## src/rtl/serial_irq_hub.sv

```systemverilog
module serial_irq_hub #(
  parameter int DW    = 8,
  parameter int AW    = 4,
  parameter int MDM_N = 4,
  parameter int TMR_N = 2,
  parameter int TXM_N = 2
) (
  input  logic             clk,
  input  logic             rst_n,
  input  logic             reg_wr,
  input  logic [AW-1:0]    reg_addr,
  input  logic [DW-1:0]    reg_wdata,
  output logic [DW-1:0]    reg_rdata,
  input  logic [6:0]       rxm_evt,
  input  logic [MDM_N-1:0] mdm_evt,
  input  logic [TMR_N-1:0] tmr_evt,
  input  logic [TXM_N-1:0] txm_evt,
  input  logic             rxf_evt,
  input  logic             txf_evt,
  output logic             irq,
  output logic [2:0]       irq_code
);
  localparam int NU = 6;
  localparam logic [AW-1:0] A_DEN = AW'(0), A_DST = AW'(1), A_GIR = AW'(2),
                            A_RXS = AW'(3), A_RXE = AW'(4), A_MDS = AW'(5),
                            A_MDE = AW'(6), A_TMS = AW'(7), A_TME = AW'(8),
                            A_TXS = AW'(9), A_FFS = AW'(10);

  logic [NU-1:0]    dev_en, summ, gated;
  logic [6:0]       rxm_st, rxm_en;
  logic [MDM_N-1:0] mdm_st, mdm_en;
  logic [TMR_N-1:0] tmr_st, tmr_en;
  logic [TXM_N-1:0] txm_st;
  logic [1:0]       fifo_st;
  logic [2:0]       win;
  logic             irq_q;
  logic [2:0]       code_q;

  function automatic logic hit(input logic [AW-1:0] a);
    return reg_wr && (reg_addr == a);
  endfunction

  always_ff @(posedge clk) begin
    if (!rst_n) begin
      dev_en <= '0;
      rxm_en <= '0;
      mdm_en <= '0;
      tmr_en <= '0;
    end else begin
      if (hit(A_DEN)) dev_en <= reg_wdata[NU-1:0];
      if (hit(A_RXE)) rxm_en <= reg_wdata[6:0];
      if (hit(A_MDE)) mdm_en <= reg_wdata[MDM_N-1:0];
      if (hit(A_TME)) tmr_en <= reg_wdata[TMR_N-1:0];
    end
  end

  always_ff @(posedge clk) begin
    if (!rst_n) begin
      rxm_st  <= '0;
      mdm_st  <= '0;
      tmr_st  <= '0;
      txm_st  <= '0;
      fifo_st <= '0;
    end else begin
      rxm_st  <= (rxm_st  & ~(hit(A_RXS) ? reg_wdata[6:0]       : '0)) | rxm_evt;
      mdm_st  <= (mdm_st  & ~(hit(A_MDS) ? reg_wdata[MDM_N-1:0] : '0)) | mdm_evt;
      tmr_st  <= (tmr_st  & ~(hit(A_TMS) ? reg_wdata[TMR_N-1:0] : '0)) | tmr_evt;
      txm_st  <= (txm_st  & ~(hit(A_TXS) ? reg_wdata[TXM_N-1:0] : '0)) | txm_evt;
      fifo_st <= (fifo_st & ~(hit(A_FFS) ? reg_wdata[1:0]       : '0)) | {txf_evt, rxf_evt};
    end
  end

  assign summ  = {|(tmr_st & tmr_en), |(mdm_st & mdm_en), |txm_st,
                  fifo_st[1], fifo_st[0], |(rxm_st & rxm_en)};
  assign gated = summ & dev_en;

  always_comb begin
    win = '0;
    for (int i = NU - 1; i >= 0; i--)
      if (gated[i]) win = 3'(i);
  end

  always_ff @(posedge clk) begin
    if (!rst_n) begin
      irq_q  <= 1'b0;
      code_q <= '0;
    end else begin
      irq_q  <= |gated;
      code_q <= win;
    end
  end

  assign irq      = irq_q;
  assign irq_code = code_q;

  always_comb begin
    case (reg_addr)
      A_DEN:   reg_rdata = DW'(dev_en);
      A_DST:   reg_rdata = DW'(summ);
      A_GIR:   reg_rdata = DW'({irq_q, code_q});
      A_RXS:   reg_rdata = DW'(rxm_st);
      A_RXE:   reg_rdata = DW'(rxm_en);
      A_MDS:   reg_rdata = DW'(mdm_st);
      A_MDE:   reg_rdata = DW'(mdm_en);
      A_TMS:   reg_rdata = DW'(tmr_st);
      A_TME:   reg_rdata = DW'(tmr_en);
      A_TXS:   reg_rdata = DW'(txm_st);
      A_FFS:   reg_rdata = DW'(fifo_st);
      default: reg_rdata = '0;
    endcase
  end

  p_masked_r1: assert property (@(posedge clk) disable iff (!rst_n)
    (dev_en == '0) |=> !irq);

  p_evt_sets_r2: assert property (@(posedge clk) disable iff (!rst_n)
    rxm_evt[0] |=> rxm_st[0]);

  p_w1c_r3: assert property (@(posedge clk) disable iff (!rst_n)
    (hit(A_RXS) && reg_wdata[0] && !rxm_evt[0]) |=> !rxm_st[0]);

  p_top_prio_r7: assert property (@(posedge clk) disable iff (!rst_n)
    (dev_en[0] && |(rxm_st & rxm_en)) |=> (irq && irq_code == 3'd0));

  p_idle_r8: assert property (@(posedge clk) disable iff (!rst_n)
    (summ == '0) |=> !irq);
endmodule

```

## config.mk

```make
export PLATFORM = sky130hd
export DESIGN_NAME = serial_irq_hub
export DESIGN_NICKNAME = d
export VERILOG_FILES = /design/src/rtl/serial_irq_hub.sv
export SDC_FILE = /design/constraint.sdc
export NUM_CORES = 1
export LEC_CHECK = 0
export BUFFER_PORTS_ARGS = -buffer_cell sky130_fd_sc_hd__buf_2
export CAP_MARGIN = 30
export CORE_ASPECT_RATIO = 0.8
export CORE_MARGIN = 2
export CORE_UTILIZATION = 40
export DETAILED_ROUTE_END_ITERATION = 7
export GPL_TIMING_DRIVEN = 0
export PLACE_DENSITY = 0.63
export REMOVE_ABC_BUFFERS = 1
export SLEW_MARGIN = 40
export SYNTH_ARGS = -nofsm -noshare
export SYNTH_HDL_FRONTEND = slang
export SYNTH_SLANG_ARGS = --single-unit
```

## constraint.sdc

```tcl
create_clock -name clk -period 1.9 [get_ports clk]
set_clock_uncertainty 0.15 [all_clocks]
set_input_delay 0.095 -clock clk [delete_from_list [all_inputs] [get_ports clk]]
set_output_delay 0.095 -clock clk [all_outputs]
set_load 0.02 [all_outputs]
```

---- After elaboration in Yosys (flattened, before gate mapping) ----
Cells that the tools add are included.
cells by class
  add/subtract/negate cells ............... 0
  $mul .................................... 0
  div/mod/pow operators ................... 0
  $lt $le $gt $ge ......................... 0
  equality and inequality tests ........... 10
  shifts and indexed selects .............. 0
  muxes and demuxes ....................... 11
  bitwise operators ....................... 20
  reduce and logical (&&, ||, !) cells .... 18
operators by type and width
  kind                                            number
  case mux 7 bit (11 select lines)                1
  == test 4 x 3 -> 1 bit (second input constant)  4
  AND 7 bit                                       2
  == test 4 bit (second input constant)           3
  two-way mux 2 bit                               5
  logical AND 1 bit                               9
  AND 2 bit                                       4
  AND 4 bit                                       2
  == test 4 x 2 -> 1 bit (second input constant)  2
  two-way mux 7 bit                               1
  inverter 7 bit                                  1
  OR 7 bit                                        1
  OR reduction 7 bit                              1
  AND 6 bit                                       1
  two-way mux 3 bit                               2
  inverter 2 bit                                  3
  OR 2 bit                                        3
  OR reduction 2 bit                              3
  OR reduction 6 bit                              1
  OR reduction 5 bit                              1
  == test 4 x 1 -> 1 bit (second input constant)  1
  zero test 4 bit                                 1
  two-way mux 4 bit                               1
  inverter 4 bit                                  1
  other kinds (5)                                 5
storage, ports and cells
  bits in registers ....................... 40
  latch bits .............................. 0
  memory bits (writable) .................. 0
  bits in read-only memories .............. 0
  input bits .............................. 32
  output and inout port bits .............. 12
  logic and storage cells ................. 72
  memories ................................ 0

---- Logic depth before layout (Yosys ltp) ----
Gate-level depths: netlist of the first run.
  depth in word-level cells ............... 8
  depth in mapped cells ................... 6
  depth with buffers taken out ............ 4

---- Worst setup path before layout of the first run ----
OpenSTA, ideal clock, no wires.
  path kind ............................... register to output
  from .................................... reg code_q[2], in the netlist irq_code[2]
  to ...................................... out reg_rdata[2]
  arrival ................................. 1.222 ns
  data required time ...................... 1.655 ns
  slack ................................... 0.433 ns
  stages on the path, launching flop included .. 5
  path buffers ............................ 0
  cells stage by stage .................... dfxtp_1 -> mux2i_1 -> nor2_1 -> a21oi_1 -> a211oi_1
between the ends
  word-level cells in the longest chain between the ends .. 1
RTL lines
  item                              line  text
  from (decl)                       37    logic [2:0] code_q;
  from (signal assigned)            89    code_q <= win;
  case mux 7 bit (11 select lines)  97    case (reg_addr)
  to (decl)                         13    output logic [DW-1:0] reg_rdata,
Every way passes these cells.

---- Final worst setup path of the first run ----
  from .................................... reg rxm_en[5]
  to ...................................... out reg_rdata[0]
between the ends
  word-level cells in the longest chain between the ends .. 3
RTL lines
  item                              line  text
  from (decl)                       30    logic [6:0] rxm_st, rxm_en;
  from (signal assigned)            51    if (hit(A_RXE)) rxm_en <= reg_wdata[6:0];
  AND 7 bit                         74    fifo_st[1], fifo_st[0], |(rxm_st & rxm_en)};
  OR reduction 7 bit                74
  case mux 7 bit (11 select lines)  97
Every way passes these cells.

==> results of run 1 <==
## cell families after synthesis
| logic type | count (synthesis) |
|---|---|
| buf+inv | 21 |
| compound gates | 75 |
| flops | 40 |
| simple gates | 67 |
| mux | 25 |
| other cells | 1 |
## metal layers
metal | track usage [%] | vias to the layer above | wire [um]
met3 | 4.643 | 8 | 356
li1 | - | 954 | -
met5 | 0 | - | 0
met2 | 32.58 | 67 | 2565
met1 | 28.07 | 904 | 2714
met4 | 5.754 | 0 | 54
## per-stage QoR
| stage | power, mW | hold slack (ns) | utilization [%] |
|---|---|---|---|
| floorplan | 1.029 | 0.06243 | - |
| global placement | 1.137 | 0.1531 | 45.78 |
| detailed placement | 1.140 | 0.1573 | 45.78 |
| CTS | 1.701 | 0.01287 | 51.92 |
| global route | 1.778 | 0.03382 | 52.57 |
| finish | 1.702 | 0.01505 | 52.57 |
## what timing repair did
action                                  in CTS  in global routing
endpoints found under the setup margin       1                  4
resized for setup                            0                 12
endpoints found under the hold margin       28                  0
hold buffers                                23                  0
pin swaps                                    2                  3
## power by group
group          switching, mW  internal [mW]  leakage (nW)  total, mW
Sequential            0.0333          0.871         0.330      0.904
Combinational          0.136          0.128         0.783      0.264
Clock                  0.285          0.250        0.0410      0.535
Total                  0.454           1.25          1.15       1.70
## final timing paths
kind                   from            to  slack (ns)  depth (start not counted)
hold / removal        rst_n     mdm_st[3]        0.02                          2
setup reg to reg  rxm_en[5]   irq_code[2]        0.30                          4
setup / recovery  rxm_en[5]  reg_rdata[0]        -0.1                          5
hold reg to reg   dev_en[0]     dev_en[0]        0.36                          2
## cells in the mapped netlist, drive strengths merged, types with 5 or more instances
master,count
o21ai,7
nand3,8
nand2,10
inv,6
buf,9
a21boi,12
clkbuf,5
o21a,11
dfxtp,40
mux2i,20
nor2,29
a21oi,16
a22oi,6
## flip-flops by register name, summed over array words and instances (netlist names)
| signal | cells |
|---|---|
| tmr_en | 2 |
| tmr_st | 2 |
| rxm_en | 7 |
| txm_st | 2 |
| mdm_st | 4 |
| irq_code | 3 |
| rxm_st | 7 |
| irq | 1 |
| fifo_st | 2 |
| mdm_en | 4 |
| dev_en | 6 |
## area by class of cell
cell class                      instances  area [sq um]
Tap cell                               62         77.57
Sequential cell                        40         809.5
Multi-Input combinational cell        168          1199
Fill cell                             491          2375
Clock buffer                            6         72.57
Timing Repair Buffer                   64         442.9
Clock inverter                          1         5.005
Inverter                                7         26.28
==> results.tsv, run 1 <==
metric	value	unit
die_w	84.76	um
powerDensity	646.6	mW/mm^2
critical_path_required	1.65	ns
yosysUniqueCellTypes	49	
initial_core_util	41.68	%
dp_hpwl	3.950	mm
io_pins	44	
violations	negative setup slack	
dp_cells	318	
tns	-0.09746	ns
area_growth	26.14	%
yosys.area_share.xor_xnor	0	%
vias	1933	
worstSetupPathType	flop to output pin	
rows	23	
cp-start-kind	flop	
critPathMaxFanout	3	
cts_tree	built	
dieArea	0.005815	sq mm
netlist_area	0.002087	sq mm
clk_latency	0.29	ns
worstPathArrival	1.75	ns
clock_path_buffers	2	
cts_setup_buffers	0	
slew_viol_final	0	
drt_iter0_drc	155	
synth-seq-cells	40	
port_buffers	41	
fin_nets	318	
route.detailed.drc	0	
finalHoldViolCount	0	
synthMuxAreaShare	14.09	%
drt_wl_total	5.690	mm
instances_no_fill	348	
grt_pass1_wl	9.149	mm
slew_headroom	47.60	%
viasPerCell	5.555	
cts_num_sinks	40	
crit_buf_inv	1	
placed_area	0.002292	sq mm
peakVddDrop	0.0003564	V
die_h	68.61	um
rsz0062_at_grt	yes	
synthAdderAreaFrac	0	%
outcome	complete, but fails checks	
syn_avg_cell_area	9.114	sq um
seq_area_frac_synth	38.37	%
dp_slack	0.08697	ns
synthCells	229	
cp_cell_sequence	a222oi_1 -> nand3_1 -> a32oi_2 -> o21ai_1 -> buf_4	
critical_path.top_delay_family	compound AO/OA/AOI/OAI gates	
cp_slowest_stage_delay	0.43	ns
grt.total_usage	20.42	%
drive_above_1_share	24.13	%
layout_setup_ws	-0.09746	ns
cts_made_buffers	5	
clock.fmax	500.6	MHz
slowest_stage	a222oi_1	
yosys.area_share.simple	16.79	%
ant_nets	0	
synth_compound_area_share	25.60	%
fin_area	0.002633	sq mm
post-route-period-util	105.1	%
mostFrequentLayoutCell	buf_2	
synth_top_family_by_area	compound AO/OA/AOI/OAI gates	
wl_per_cell	16.35	um
first_pass_iters	4	
antenna_cells	0	
grt_max_degree	27	
gr-total-overflow	0	
maxCapViolCount	0	
synth_area_leaders	dfxtp_1 (38%), mux2i_1 (9.6%), nor2_1 (5.0%)	
period_minus_slack	1.997	ns
yosys.area.top_type_share	38.37	%
grt_antenna_before_repair	0	
grt_pass1_vias	1829	
p_leak	1.154	nW
design.core.area	0.005007	sq mm
hold_class	primary input to flop	
path_clk_slew	0.07	ns
worst_pin_slew	0.7811	ns
gp_congestion	0.8400	
cts-root-buf	clkbuf_8	
yosys_warnings	0	
end_kind	output pin	
cts_max_level	2	
final_cell_mix	buf_2 (38), dfxtp_1 (35), nor2_1 (28)	
setup_violations	1	
async_flop_share	0	%
ys.flop_type	dfxtp_1	
synth_edf_count	0	
yosysTopAreaCell	dfxtp_1	
No activity file was read; power rests on OpenSTA's default activity.
==> run 2, diff against run 1 <==
--- a/config.mk
+++ b/config.mk
@@ -8,7 +8,7 @@
 export BUFFER_PORTS_ARGS = -buffer_cell sky130_fd_sc_hd__buf_2
 export CAP_MARGIN = 30
 export CORE_ASPECT_RATIO = 0.8
-export CORE_MARGIN = 2
+export CORE_MARGIN = 1
 export CORE_UTILIZATION = 40
 export DETAILED_ROUTE_END_ITERATION = 7
 export GPL_TIMING_DRIVEN = 0
==> constraint.sdc (replaced) <==
create_clock -name clk -period 1.9 [get_ports clk]
set_clock_uncertainty 0.15 [all_clocks]
set_input_delay 0.095 -clock clk [delete_from_list [all_inputs] [get_ports clk]]
set_output_delay 0.095 -clock clk [all_outputs]
set_load 0.05 [all_outputs]
==> run 2 against run 1 <==
  * The flow still finishes with violations (negative setup slack)
  * Setup slack better by 0.064 ns
  * Largest power group unchanged
  * Maximum frequency up 3.3%
  * Core utilization up 0.50 points
  * Clock power up 0.7%
  * Global-route usage up 2.4 points
  * Cell area up 0.95%
  * First-iteration DRC count up 15%
  * Final cell count up 0.57%
  * Sequential cell count unchanged
==> results.tsv, run 2 (synthesis gave the netlist of run 1 again) <==
metric	value	unit	change
first_pass_iters	4		unchanged
route.detailed.drc	0		unchanged
hold_class	primary input to flop		unchanged
fillerInstances	492		was 491
gp_congestion	0.8498		was 0.8400
fin_nets	320		was 318
reg2reg_depth	4		unchanged
grt_pass1_vias	1803		was 1829
violations	negative setup slack		unchanged
rsz0062_at_grt	yes		unchanged
grt_antenna_before_repair	0		unchanged
dp_slack	0.06233	ns	was 0.08697 ns
critPathMaxFanout	2		was 3
setup_violations	1		unchanged
initial_core_util	41.68	%	unchanged
cts_made_buffers	5		unchanged
slew_viol_final	0		unchanged
instances_no_fill	350		was 348
design.core.area	0.005007	sq mm	unchanged
multi_input_area	0.001192	sq mm	was 0.001199 sq mm
slew_headroom	45.15	%	was 47.60%
post-route-period-util	101.8	%	was 105.1%
clk_latency	0.29	ns	about the same
top_regs	rxm_en x7, rxm_st x7, dev_en x6		unchanged
tns	-0.03334	ns	was -0.09746 ns
viasPerCell	5.540		was 5.555
hold_slack	0.008061	ns	was 0.01505 ns
cts_num_sinks	40		unchanged
mostFrequentLayoutCell	buf_2		unchanged
gr-total-overflow	0		unchanged
p_leak	1.160	nW	was 1.154 nW
reg2reg_to	irq_code[2]		unchanged
worstSetupPathType	flop to output pin		unchanged
total_power	1.733	mW	was 1.702 mW
rows	23		unchanged
ant_nets	0		unchanged
final_util	53.07	%	was 52.57%
final_cell_mix	buf_2 (36), dfxtp_1 (32), nor2_1 (28)		was buf_2 (38), dfxtp_1 (35), nor2_1 (28)
drt_iter0_drc	179		was 155
maxCapViolCount	0		unchanged
wl_per_cell	16.24	um	was 16.35 um
placed_area	0.002292	sq mm	unchanged
io_pins	44		unchanged
layout_setup_ws	-0.03334	ns	was -0.09746 ns
worstPathArrival	1.69	ns	was 1.75 ns
drive_above_1_share	25.35	%	was 24.13%
peakVddDrop	0.0003969	V	was 0.0003564 V
clock.fmax	517.2	MHz	was 500.6 MHz
fin_area	0.002658	sq mm	was 0.002633 sq mm
critical_path_required	1.65	ns	about the same
grt_pass1_wl	9.101	mm	was 9.149 mm
antenna_cells	0		unchanged
regArea	813.3	sq um	was 809.5 sq um
r2r_start	rxm_en[5]		unchanged
grt_max_degree	27		unchanged
vias	1939		was 1933
cp-start-kind	flop		unchanged
finalHoldViolCount	0		unchanged
period_minus_slack	1.933	ns	was 1.997 ns
drt_wl_total	5.685	mm	was 5.690 mm
dp_hpwl	3.847	mm	was 3.950 mm
cts-root-buf	clkbuf_8		unchanged
grt.total_usage	22.79	%	was 20.42%
end_kind	output pin		unchanged
die_h	66.61	um	was 68.61 um
cts_tree	built		unchanged
powerDensity	652.1	mW/mm^2	was 646.6 mW/mm^2
whs_path_depth	2		unchanged
path_clk_slew	0.07	ns	about the same
min_from	rst_n		unchanged
dieArea	0.005512	sq mm	was 0.005815 sq mm
clock_path_buffers	2		unchanged
dp_cells	318		unchanged
reg2reg_slack	0.37	ns	was 0.30 ns
outcome	complete, but fails checks		unchanged
worst_pin_slew	0.8178	ns	was 0.7811 ns
port_buffers	41		unchanged
cts_max_level	2		unchanged
area_growth	27.34	%	was 26.14%
die_w	82.76	um	was 84.76 um
min_to	rxm_st[5]		was mdm_st[3]
-- run 2: cell types whose count changed in the layout (fill, tap and decap cells not counted), sizes merged --
cell  change
buf       +2
-- run 2: worst max path at each step --
| stage | depth (start not counted) | start | end |
|---|---|---|---|
| 3_3_place_gp | 5 | reg_addr[0] | reg_rdata[0] |
| 6_report | 5 | rxm_en[5] | reg_rdata[0] |
| 4_1_cts | 5 | rxm_en[0] | reg_rdata[0] |
| 2_1_floorplan | 4 | irq_code[2] | reg_rdata[2] |
| 5_1_grt | 5 | rxm_en[5] | reg_rdata[0] |
| 3_5_place_dp | 5 | reg_addr[0] | reg_rdata[0] |
-- run 2: worst max-delay path, cell delays in order, from the launching register on --
cell and delay (ns):
dfxtp_2 0.33, a222oi_1 0.40, nand3_1 0.14, a32oi_1 0.22
o21ai_1 0.12, buf_6 0.18
-- run 2: area by class of cell --
class / instances / area share (%)
Clock buffer: 6 / 2.731
Clock inverter: 1 / 0.1883
Inverter: 7 / 0.9887
Multi-Input combinational cell: 168 / 44.87
Sequential cell: 40 / 30.60
Tap cell: 62 / 2.919
Timing Repair Buffer: 66 / 17.70
-- run 2: timing repair --
item,in CTS,in global routing
gates resized for setup,9,9
cloned,0,0
hold buffers,23,0
setup endpoints to repair,4,5
pin swaps,3,0
hold endpoints to repair,27,0
setup buffers,1,1
-- run 2: where the power goes --
| group | leakage, nW | internal (mW) | switching (mW) |
|---|---|---|---|
| sequential | 0.331 | 0.871 | 0.0300 |
| combinational | 0.788 | 0.133 | 0.159 |
| clock | 0.0410 | 0.250 | 0.289 |
-- run 2: per-layer routing --
metal / share of wire (%) / routed length [um] / global-route usage (%)
met1: 49 / 2806 / 32.80
met2: 44 / 2489 / 32.79
met3: 6.1 / 346 / 5.890
met4: 0.76 / 43 / 6.897
met5: 0 / 0 / 0
==> run 3, diff against run 2 <==
--- a/config.mk
+++ b/config.mk
@@ -12,7 +12,7 @@
 export CORE_UTILIZATION = 40
 export DETAILED_ROUTE_END_ITERATION = 7
 export GPL_TIMING_DRIVEN = 0
-export PLACE_DENSITY = 0.63
+export PLACE_DENSITY = 0.65
 export REMOVE_ABC_BUFFERS = 1
 export SLEW_MARGIN = 40
 export SYNTH_ARGS = -nofsm -noshare
==> constraint.sdc (replaced) <==
create_clock -name clk -period 1.7 [get_ports clk]
set_clock_uncertainty 0.15 [all_clocks]
set_input_delay 0.085 -clock clk [delete_from_list [all_inputs] [get_ports clk]]
set_output_delay 0.085 -clock clk [all_outputs]
set_load 0.05 [all_outputs]
==> run 3 against run 2 <==
  * The flow still finishes with violations (negative setup slack)
  * Sequential power is 11% higher
  * Die area stayed put
  * Register-to-register slack worse by 0.34 ns
  * Final cell count is 2.0% higher
  * First-iteration DRC count is 40% higher
  * Sequential share of layout area is 0.58 points lower
  * Non-clock buffer count is 6 higher
  * Routed wire length is 1.9% higher
  * Critical endpoint unchanged
==> results.tsv, run 3 (synthesis gave the netlist of run 1 again) <==
metric	value	unit	change
p_leak	1.198	nW	was 1.160 nW
die_h	66.61	um	unchanged
ant_nets	0		unchanged
fin_area	0.002755	sq mm	was 0.002658 sq mm
clock.fmax	504.8	MHz	
cp-start-kind	flop		unchanged
powerDensity	724.2	mW/mm^2	was 652.1 mW/mm^2
port_buffers	41		unchanged
initial_core_util	41.68	%	unchanged
viasPerCell	5.622		was 5.540
total_power	1.995	mW	was 1.733 mW
design.core.area	0.005007	sq mm	unchanged
slowest_stage	a222oi_1		unchanged
placed_area	0.002292	sq mm	unchanged
crit_cells	5		unchanged
violations	negative setup slack		unchanged
wl_per_cell	16.22	um	was 16.24 um
area_growth	32.01	%	was 27.34%
drive_above_1_share	30.17	%	was 25.35%
hold_slack	0.007465	ns	was 0.008061 ns
dp_hpwl	3.793	mm	was 3.847 mm
gp_congestion	0.8694		was 0.8498
slew_headroom	48.03	%	was 45.15%
rsz0062_at_grt	yes		unchanged
cp_cell_sequence	a222oi_1 -> nand3_1 -> a32oi_1 -> o21ai_1 -> buf_6		unchanged
final_cell_mix	buf_2 (35), dfxtp_1 (27), nor2_1 (26)		was buf_2 (36), dfxtp_1 (32), nor2_1 (28)
fin_nets	326		was 320
fillerInstances	485		was 492
rows	23		unchanged
reg2reg_depth	5		was 4
dp_cells	318		unchanged
post-route-period-util	116.5	%	
layout_setup_ws	-0.2810	ns	was -0.03334 ns
cp_slowest_stage_delay	0.42	ns	was 0.40 ns
grt_pass1_vias	1904		was 1803
period_minus_slack	1.981	ns	
grt.total_usage	23.63	%	was 22.79%
cts_tree	built		unchanged
route.detailed.drc	0		unchanged
drt_iter0_drc	251		was 179
path_clk_slew	0.08	ns	was 0.07 ns
antenna_cells	0		unchanged
grt_antenna_before_repair	0		unchanged
hold_class	primary input to flop		unchanged
end_kind	output pin		unchanged
clock_path_buffers	2		unchanged
first_pass_iters	4		unchanged
worstPathArrival	1.75	ns	was 1.69 ns
io_pins	44		unchanged
tns	-0.4340	ns	was -0.03334 ns
clk_latency	0.29	ns	about the same
drt_wl_total	5.792	mm	was 5.685 mm
grt_max_degree	27		unchanged
worst_pin_slew	0.7748	ns	was 0.8178 ns
mostFrequentLayoutCell	buf_2		unchanged
crit_buf_inv	1		unchanged
whs_path_depth	2		unchanged
cts-root-buf	clkbuf_8		unchanged
maxCapViolCount	0		unchanged
setup_violations	3		was 1
dieArea	0.005512	sq mm	unchanged
critPathMaxFanout	2		unchanged
vias	2007		was 1939
instances_no_fill	357		was 350
cts_num_sinks	40		unchanged
cts_max_level	2		unchanged
finalHoldViolCount	0		unchanged
cts_made_buffers	5		unchanged
outcome	complete, but fails checks		unchanged
grt_pass1_wl	9.522	mm	was 9.101 mm
top_regs	rxm_en x7, rxm_st x7, dev_en x6		unchanged
die_w	82.76	um	unchanged
slew_viol_final	0		unchanged
critical_path_required	1.46	ns	was 1.65 ns
gr-total-overflow	0		unchanged
peakVddDrop	0.0004821	V	was 0.0003969 V
critical_path.top_delay_family	compound AO/OA/AOI/OAI gates		unchanged
worstSetupPathType	flop to output pin		unchanged
[run 3: cell type report]
class	instances	area, sq um	area share, %
multi-input combinational	168	1212	44.01
sequential	40	827.0	30.02
timing repair buffer	72	521.8	18.94
clock buffer	8	90.09	3.270
tap	62	77.57	2.816
inverter	7	26.28	0.9537
[run 3: metrics by stage]
| step | util (%) | setup WS [ns] |
|---|---|---|
| after global placement | 45.78 | -0.1043 |
| after global routing | 55.02 | -0.3478 |
| after CTS | 54.40 | -0.2407 |
| final | 55.02 | -0.2810 |
| after floorplan | - | -0.6292 |
| after detailed placement | 45.78 | -0.1180 |
[run 3: final timing paths]
path	slack, ns	startpoint	to
hold / removal	0.007	rst_n	rxm_st[0]
setup / recovery	-0.28	rxm_en[5]	reg_rdata[0]
setup reg to reg	0.03	rxm_en[5]	irq_code[2]
hold reg to reg	0.35	tmr_st[0]	tmr_st[0]
[run 3: layer usage]
metal | part of all wire (%) | routed length (um) | GRT usage [%]
met1 | 47 | 2704 | 33.94
met4 | 0.67 | 39 | 6.034
met3 | 8.1 | 468 | 5.890
met2 | 45 | 2580 | 34.73
met5 | 0 | 0 | 0
[run 3: what timing repair did]
| item | CTS | global route |
|---|---|---|
| pin swaps | 8 | 6 |
| endpoints found under the setup margin | 5 | 6 |
| hold buffers | 23 | 0 |
| endpoints found under the hold margin | 26 | 0 |
| cloned | 0 | 0 |
| setup buffers | 7 | 1 |
| gates resized for setup | 25 | 9 |
[run 3: power by group]
| group | total, mW | switching (mW) | internal, mW |
|---|---|---|---|
| clock network | 0.646 | 0.315 | 0.331 |
| logic | 0.347 | 0.189 | 0.158 |
| registers | 1.00 | 0.0304 | 0.972 |
